[config.mk]
export PLATFORM = sky130hd
export DESIGN_NAME = mc_seq_ctl
export DESIGN_NICKNAME = d
export VERILOG_FILES = /design/src/rtl/mc_ctl_pkg.sv /design/src/rtl/mc_op_classify.sv /design/src/rtl/mc_step_next.sv /design/src/rtl/mc_ctl_decode.sv /design/src/rtl/mc_seq_ctl.sv
export SDC_FILE = /design/constraint.sdc
export NUM_CORES = 1
export LEC_CHECK = 0
export ABC_AREA = 1
export BUFFER_PORTS_ARGS = -buffer_cell sky130_fd_sc_hd__buf_4
export CAP_MARGIN = 15
export CORE_UTILIZATION = 30
export CTS_CLUSTER_SIZE = 16
export DETAILED_ROUTE_END_ITERATION = 6
export GPL_TIMING_DRIVEN = 1
export SYNTH_ARGS = -nofsm -noshare
export SYNTH_HDL_FRONTEND = slang
export SYNTH_HIERARCHICAL = 1
export SYNTH_SLANG_ARGS = --single-unit
[constraint.sdc]
create_clock -name clk -period 1.1 [get_ports clk]
set_input_delay 0.11 -clock clk [delete_from_list [all_inputs] [get_ports clk]]
set_output_delay 0.11 -clock clk [all_outputs]
set_load 0.005 [all_outputs]
[src/rtl/mc_ctl_pkg.sv]
// Shared types and constants for the multicycle sequencing controller.
// Assumes a 6-bit opcode field and a 4-bit binary step register.
package mc_ctl_pkg;

    localparam int OPC_W     = 6;
    localparam int STATE_W   = 4;
    localparam int NUM_KNOWN = 5;

    localparam logic [OPC_W-1:0] OPC_LOAD  = 6'b100011;
    localparam logic [OPC_W-1:0] OPC_STORE = 6'b101011;
    localparam logic [OPC_W-1:0] OPC_ARITH = 6'b000000;
    localparam logic [OPC_W-1:0] OPC_BEQ   = 6'b000100;
    localparam logic [OPC_W-1:0] OPC_JUMP  = 6'b000010;

    typedef enum logic [STATE_W-1:0] {
        ST_FETCH  = 4'd0,
        ST_DECODE = 4'd1,
        ST_ADDR   = 4'd2,
        ST_LDRD   = 4'd3,
        ST_LDWB   = 4'd4,
        ST_STWR   = 4'd5,
        ST_EXEC   = 4'd6,
        ST_ALUWB  = 4'd7,
        ST_BRANCH = 4'd8,
        ST_JUMP   = 4'd9
    } step_t;

    typedef enum logic [2:0] {
        CLS_LOAD,
        CLS_STORE,
        CLS_ARITH,
        CLS_BRANCH,
        CLS_JUMP,
        CLS_NONE
    } opclass_t;

    localparam logic [OPC_W-1:0] KNOWN_OPC [NUM_KNOWN] =
        '{OPC_LOAD, OPC_STORE, OPC_ARITH, OPC_BEQ, OPC_JUMP};
    localparam opclass_t KNOWN_CLS [NUM_KNOWN] =
        '{CLS_LOAD, CLS_STORE, CLS_ARITH, CLS_BRANCH, CLS_JUMP};

    typedef struct packed {
        logic       addr_sel;
        logic       mem_rd;
        logic       mem_wr;
        logic       instr_ld;
        logic       dst_rd;
        logic       rf_wr;
        logic       wb_mem;
        logic       a_sel;
        logic [1:0] b_sel;
        logic [1:0] mode;
        logic [1:0] pc_sel;
        logic       pc_wr;
        logic       pc_wr_z;
    } ctl_t;

endpackage

[src/rtl/mc_op_classify.sv]
// Maps an opcode onto an instruction class.
// Assumes opcodes in KNOWN_OPC are distinct; unmatched opcodes give CLS_NONE.
module mc_op_classify
    import mc_ctl_pkg::*;
(
    input  logic [OPC_W-1:0] opcode_i,
    output opclass_t         cls_o
);

    logic [NUM_KNOWN-1:0] hit;

    // One comparator per recognised opcode.
    for (genvar g = 0; g < NUM_KNOWN; g++) begin : g_match
        assign hit[g] = (opcode_i == KNOWN_OPC[g]);
    end

    // Lowest index match wins; none means unrecognised.
    always_comb begin
        cls_o = CLS_NONE;
        for (int k = NUM_KNOWN - 1; k >= 0; k--) begin
            if (hit[k]) cls_o = KNOWN_CLS[k];
        end
    end

endmodule

[src/rtl/mc_step_next.sv]
// Next-step function of the sequencer.
// Assumes the class input reflects the opcode of the instruction in flight.
module mc_step_next
    import mc_ctl_pkg::*;
(
    input  step_t    cur_i,
    input  opclass_t cls_i,
    output step_t    nxt_o
);

    // Chooses the following step from the current step and the class.
    always_comb begin
        case (cur_i)
            ST_FETCH:  nxt_o = ST_DECODE;
            ST_DECODE: begin
                case (cls_i)
                    CLS_LOAD, CLS_STORE: nxt_o = ST_ADDR;
                    CLS_ARITH:           nxt_o = ST_EXEC;
                    CLS_BRANCH:          nxt_o = ST_BRANCH;
                    CLS_JUMP:            nxt_o = ST_JUMP;
                    default:             nxt_o = ST_FETCH;
                endcase
            end
            ST_ADDR:   nxt_o = (cls_i == CLS_STORE) ? ST_STWR : ST_LDRD;
            ST_LDRD:   nxt_o = ST_LDWB;
            ST_EXEC:   nxt_o = ST_ALUWB;
            default:   nxt_o = ST_FETCH;
        endcase
    end

endmodule

[src/rtl/mc_ctl_decode.sv]
// Moore output decoder: control vector for each step.
// Assumes any unnamed field is inactive (0) in that step.
module mc_ctl_decode
    import mc_ctl_pkg::*;
(
    input  step_t cur_i,
    output ctl_t  ctl_o
);

    // Builds the control vector of the current step from an all-zero base.
    always_comb begin
        ctl_o = '0;
        case (cur_i)
            ST_FETCH: begin
                ctl_o.mem_rd   = 1'b1;
                ctl_o.instr_ld = 1'b1;
                ctl_o.b_sel    = 2'b01;
                ctl_o.pc_wr    = 1'b1;
            end
            ST_DECODE: begin
                ctl_o.b_sel = 2'b11;
            end
            ST_ADDR: begin
                ctl_o.a_sel = 1'b1;
                ctl_o.b_sel = 2'b10;
            end
            ST_LDRD: begin
                ctl_o.mem_rd   = 1'b1;
                ctl_o.addr_sel = 1'b1;
            end
            ST_LDWB: begin
                ctl_o.rf_wr  = 1'b1;
                ctl_o.wb_mem = 1'b1;
            end
            ST_STWR: begin
                ctl_o.mem_wr   = 1'b1;
                ctl_o.addr_sel = 1'b1;
            end
            ST_EXEC: begin
                ctl_o.a_sel = 1'b1;
                ctl_o.mode  = 2'b10;
            end
            ST_ALUWB: begin
                ctl_o.rf_wr  = 1'b1;
                ctl_o.dst_rd = 1'b1;
            end
            ST_BRANCH: begin
                ctl_o.a_sel   = 1'b1;
                ctl_o.mode    = 2'b01;
                ctl_o.pc_sel  = 2'b01;
                ctl_o.pc_wr_z = 1'b1;
            end
            ST_JUMP: begin
                ctl_o.pc_wr  = 1'b1;
                ctl_o.pc_sel = 2'b10;
            end
            default: ctl_o = '0;
        endcase
    end

endmodule

[src/rtl/mc_seq_ctl.sv]
// Top of the multicycle sequencing controller.
// Holds the step register, decodes the opcode, drives the Moore control
// outputs and forms the combined PC load enable. Assumes opcode_i is stable
// from the decode step until the instruction completes.
module mc_seq_ctl
    import mc_ctl_pkg::*;
(
    input  logic             clk,
    input  logic             rst_n,
    input  logic [OPC_W-1:0] opcode_i,
    input  logic             alu_zero_i,
    output logic             mem_addr_sel_o,
    output logic             mem_rd_o,
    output logic             mem_wr_o,
    output logic             instr_ld_o,
    output logic             dst_rd_sel_o,
    output logic             rf_wr_o,
    output logic             wb_from_mem_o,
    output logic             alu_a_sel_o,
    output logic [1:0]       alu_b_sel_o,
    output logic [1:0]       alu_mode_o,
    output logic [1:0]       pc_next_sel_o,
    output logic             pc_wr_o,
    output logic             pc_wr_if_zero_o,
    output logic             pc_load_o
);

    step_t    cur_q;
    step_t    nxt;
    opclass_t cls;
    ctl_t     ctl;

    mc_op_classify u_cls (
        .opcode_i (opcode_i),
        .cls_o    (cls)
    );

    mc_step_next u_nxt (
        .cur_i (cur_q),
        .cls_i (cls),
        .nxt_o (nxt)
    );

    mc_ctl_decode u_dec (
        .cur_i (cur_q),
        .ctl_o (ctl)
    );

    // Step register with synchronous active-low reset to fetch.
    always_ff @(posedge clk) begin
        if (!rst_n) cur_q <= ST_FETCH;
        else        cur_q <= nxt;
    end

    // Fans the control vector out to the ports.
    always_comb begin
        mem_addr_sel_o  = ctl.addr_sel;
        mem_rd_o        = ctl.mem_rd;
        mem_wr_o        = ctl.mem_wr;
        instr_ld_o      = ctl.instr_ld;
        dst_rd_sel_o    = ctl.dst_rd;
        rf_wr_o         = ctl.rf_wr;
        wb_from_mem_o   = ctl.wb_mem;
        alu_a_sel_o     = ctl.a_sel;
        alu_b_sel_o     = ctl.b_sel;
        alu_mode_o      = ctl.mode;
        pc_next_sel_o   = ctl.pc_sel;
        pc_wr_o         = ctl.pc_wr;
        pc_wr_if_zero_o = ctl.pc_wr_z;
    end

    // Combines unconditional and zero-gated PC writes.
    always_comb begin
        pc_load_o = ctl.pc_wr | (ctl.pc_wr_z & alu_zero_i);
    end

endmodule

### Yosys cells after proc, flatten, opt, wreduce, memory -nomap -nowiden

Index checks and enable logic that the tools add are counted.

* register bits after elaboration: 4
* bits in latches: 0
* bits in writable memories: 0
* memory bits (read-only): 0
* input port bits: 9
* output and inout port bits: 17
* memories: 0

* add/sub/neg operators: 0
* $mul: 0
* div/mod/pow operators: 0
* $lt $le $gt $ge: 0
* equal/unequal tests: 17
* shift operators: 0
* multiplexer cells: 21
* bitwise logic cells: 2
* reductions and logical operators: 9

Operator list (number)
* $pmux 4 s5: 1
* $eq 4x3->1 const B: 4
* $pmux 4 s4: 1
* $mux 3: 5
* $eq 6x6->1 const B: 2
* $mux 1: 11
* $reduce_or 2->1: 5
* $eq 4x2->1 const B: 2
* $eq 4x4->1 const B: 2
* $pmux 2 s2: 2
* $eq 3x2->1 const B: 2
* $eq 6x2->1 const B: 1
* $eq 6x3->1 const B: 1
* $logic_not 6->1: 1
* $pmux 2 s3: 1
* $eq 4x1->1 const B: 1
* $logic_not 4->1: 1
* $eq 3x1->1 const B: 1
* $eq 3x3->1 const B: 1
* $logic_not 3->1: 1
* $reduce_or 3->1: 1
* $and 1x1->1: 1
* $or 1x1->1: 1

### Logic depth before layout (Yosys ltp)

* depth after elaboration: 10
* mapped depth: 12
* depth with buffers taken out: 12

### By module

The synthesis kept the hierarchy.

Modules (own cells, without submodules)
* mc_ctl_decode: instances 1, cells an instance 41, area an instance 171.4 um^2
* mc_step_next: instances 1, cells an instance 36, area an instance 166.4 um^2
* mc_seq_ctl: instances 1, cells an instance 15, area an instance 121.4 um^2
* mc_op_classify: instances 1, cells an instance 16, area an instance 67.6 um^2

### Least setup slack after synthesis

Ideal clock, no wire load.

* kind: input to register
* start: input port opcode_i[1]
* end: register cur_q[1]
* library setup time: 0.109 ns
* arrival time: 0.944 ns
* data required time: 0.991 ns
* setup slack: 0.047 ns
* stages: 9
* path buffers: 0
* cell sequence: or2_0 nor2_2 nor2_1 inv_1 nand3_1 nand2_1 nand3b_1 nand2_1 inv_1

* elaborated cells on any way between the ends: 19
* classes of those cells: 8 x eq/ne; 8 x mux; 3 x reduce/logical

RTL lines
* from (decl): line mc_seq_ctl.sv:10 `input logic [OPC_W-1:0] opcode_i,`
* $eq 6x3->1: line mc_op_classify.sv:14 `assign hit[g] = (opcode_i == KNOWN_OPC[g]);`
* $mux 3 (3 in a row): line mc_op_classify.sv:21 `if (hit[k]) cls_o = KNOWN_CLS[k];`
* $mux 3 (*): line mc_op_classify.sv:21
* named net cls[1]: line mc_seq_ctl.sv:30 `opclass_t cls;`
* $eq 3x1->1 / $logic_not 3->1 (equally long branches): line mc_step_next.sv:16, mc_step_next.sv:24
* $reduce_or 2->1: line mc_step_next.sv:16 `case (cls_i)`
* $pmux 4 s4: line mc_step_next.sv:16
* $pmux 4 s5 (*): line mc_step_next.sv:13 `case (cur_i)`
* named net nxt[1]: line mc_seq_ctl.sv:29 `step_t nxt;`
* to (signal assigned): line mc_seq_ctl.sv:52 `else cur_q <= nxt;`
* to (decl): line mc_seq_ctl.sv:28 `step_t cur_q;`

Mark *: on every way through the listed nets, which the timed path passes. The rest lies on a longest branch.
A chain may end at the register's enable or synchronous reset.

### Final worst setup path

* start: register cur_q[1]
* end: output port pc_load_o

* cells in the longest elaborated chain, start to end: 4
* elaborated cells on any way between the ends: 8
* classes of those cells: 2 x eq/ne; 2 x mux; 2 x bitwise; 2 x reduce/logical

Ends and longest elaborated chain
* $eq 4x4->1 / $logic_not 4->1 (equally long branches): line mc_ctl_decode.sv:13 `case (cur_i)`
* $reduce_or 2->1 (no source line) / $mux 1 (equally long branches)
* $mux 1 / $and 1x1->1 (equally long branches): line mc_ctl_decode.sv:13, mc_seq_ctl.sv:74
* $or 1x1->1 (*): line mc_seq_ctl.sv:74 `pc_load_o = ctl.pc_wr | (ctl.pc_wr_z & alu_zero_i);`
* to (decl): line mc_seq_ctl.sv:25 `output logic pc_load_o`

Every way passes the cells marked *; elsewhere a longest branch is shown, timed or not.

==> impl_metrics.toml <==
[logic_synthesis]
synth_nets = 117
ys_seq_elements = 4
seq_area_frac_synth_pct = 15.2
yosys_warnings = 6
synthesis.instances = 108
syn-cell-area_um2 = 527
ys_types = 16
syn_area_per_cell_um2 = 4.88

[timing]
setup_slack_ns = -0.176
clock.fmax_mhz = 784
rsz0062_at_grt = "true"
setup_violations = 21
final_hold_viol_count = 0
finalCritPeriodShare_pct = 116
max_slew_margin_pct = 84.2
clock_skew_ns = 0.00213
tightest_slew_ns = 0.235
hold_ws_ns = 0.0849
slew_violations = 0
min_period_ns = 1.28

[worst_setup_path]
r2r-start = "cur_q[1]"
slowest_delay_ns = 0.35
required_ns = 0.99
path_cells = "buf_12 > nor2_4 > nand2_2 > nand2_2 > inv_2 > nand2_2 > buf_6"
end_kind = "output port"
r2r_cells = 9
reg2reg_slack_ns = -0.08
worst-setup-path-type = "reg2out"
start_kind = "register"
crit_fanout = 5
critPathMostFrequentCell = "nand2_2"
crit_path_top_delay_cell = "dfxtp_4"
r2r_end = "cur_q[0]"
arrival_ns = 1.17

[clocking]
postCtsHoldBufs = 0
clk_latency_ns = 0.23
cts.sinks = 4
cts.reportedPaths.clkPinSlew_ns = 0.04
cts_tree = "yes"
cts_buffer_depth = 2
cts-root-buf = "clkbuf_4"
cts_buffers = 3
cts_max_level = 1

[global_route]
grt_use_met3_pct = 6.25
grt_pass1_vias = 603
grt.overflow.total = 0
grt.total_usage_pct = 15.7
grt.busiest_layer = "met2"
antenna_found_initial = 0
grtUsageMet2_pct = 29.3
grt_max_degree = 6
use_met1_pct = 17.3
grt_pass1_wl_um = 2290

[power_and_ir_drop]
ir_drop_v = 0.000641
power.static_leakage_nw = 0.571
power_mw = 0.514
power_density_nw_per_um2 = 553

[floorplan]
pin_count = 26
core_um2 = 1580
die_h_um = 43.9
dieArea_um2 = 1930
start_util_pct = 33.4
dieWidth_um = 43.9
rows = 14

[layout]
largest_register_ffs = 4
fin_area_um2 = 930
drive_gt1_share_pct = 53.1
final_cell_mix = "30 x buf_4, 29 x nand2_1, 19 x inv_1"
final_nets = 156
fin_util_pct = 59.0
top_register = "cur_q"
layout_commonest_cell = "buf_4"
top_regs = "cur_q x4"
num_antenna_cells = 0
syn2layout_area_growth_pct = 76.5

[drt]
ant_nets = 0
avgRoutedWirePerCell_um = 8.48
drc = 2
drt_iter0_drc = 12
wl_um = 1370
avgViaCountPerCell = 4.44
drtPass1Iterations = 6
num_vias = 715

[placed_design]
dpl_cell_area_um2 = 769
io_buffers = 25
globalplace.congestion = 0.701
dp_hpwl_um = 1020

[status]
status = "finished with violations"
violations = "DRC, setup timing"

[min_path]
hold_depth = 3
hold_start = "rst_n"
hold_path_class = "in2reg"
min_to = "cur_q[2]"

[job]
maxCapViolCount = 0
-- kinds of logic (layout without fill, tap and decap cells) --
group | count (synthesis) | count (layout) | synth area share (%)
DFF | 4 | 4 | 15.2
buffers and inverters | 31 | 68 | 23.5
and+or+nand+nor | 70 | 70 | 58.4
AOI/OAI and AO/OA | 3 | 3 | 2.85
-- through the flow --
stage | setup WS (ns) | cells | TNS [ns]
final | -0.176 | 161 | -2.04
after global routing | -0.250 | 161 | -3.46
after CTS | -0.139 | 158 | -1.40
after detailed placement | -0.105 | 152 | -0.351
after global placement | -0.0773 | 152 | -0.258
after floorplan | 0.0472 | 108 | 0
-- final cells by class --
cell class,count,area (um2)
inverter,29,109
sequential,4,95.1
clock buffer,3,22.5
tap,16,20.0
multi-input combinational,73,382
timing repair buffer,36,302
fill,170,647
-- metal layers --
metal / wire, um / part of all wire [%] / vias up
li1: - / - / 382
met1: 555 / 41 / 315
met2: 750 / 55 / 18
met3: 61 / 4.5 / 0
met4: 0 / 0 / 0
met5: 0 / 0 / -
-- Yosys cell counts (all sizes together) --
library cell,count,area (um2)
dfxtp,4,80.1
nand3,4,20.0
or2,1,6.26
nand2,40,160
nor2,22,103
buf,2,15.0
nand3b,1,7.51
nor3,1,5.00
nand4,1,6.26
inv,29,109
o21ai,1,5.00
a21oi,2,10.0
-- worst max-delay path by stage --
stage	from	to	slack, ns	cells after the start
final	cur_q[1]	pc_load_o	-0.18	7
after global routing	cur_q[1]	pc_load_o	-0.25	7
after CTS	cur_q[1]	pc_load_o	-0.14	7
after detailed placement	opcode_i[1]	cur_q[1]	-0.11	10
after global placement	opcode_i[1]	cur_q[1]	-0.08	10
after floorplan	opcode_i[1]	cur_q[1]	0.05	9
-- worst max-delay path: cells and delay by family (launching register included) --
kind | cells | cell delay, ns
buffers and inverters | 3 | 0.26
and+or+nand+nor | 4 | 0.33
DFF | 1 | 0.35
-- timing repair --
action                                  4_1_cts  5_1_grt
endpoints found under the setup margin       17       21
setup buffers                                 3        3
gates resized for setup                      20       15
pin swaps                                     5        8
-- power breakdown --
group	switching, mW	internal (mW)
Clock	0.0613	0.122
Combinational	0.0834	0.0986
Sequential	0.00608	0.143
Total	0.151	0.364
No activity file was read; power rests on OpenSTA's default activity.
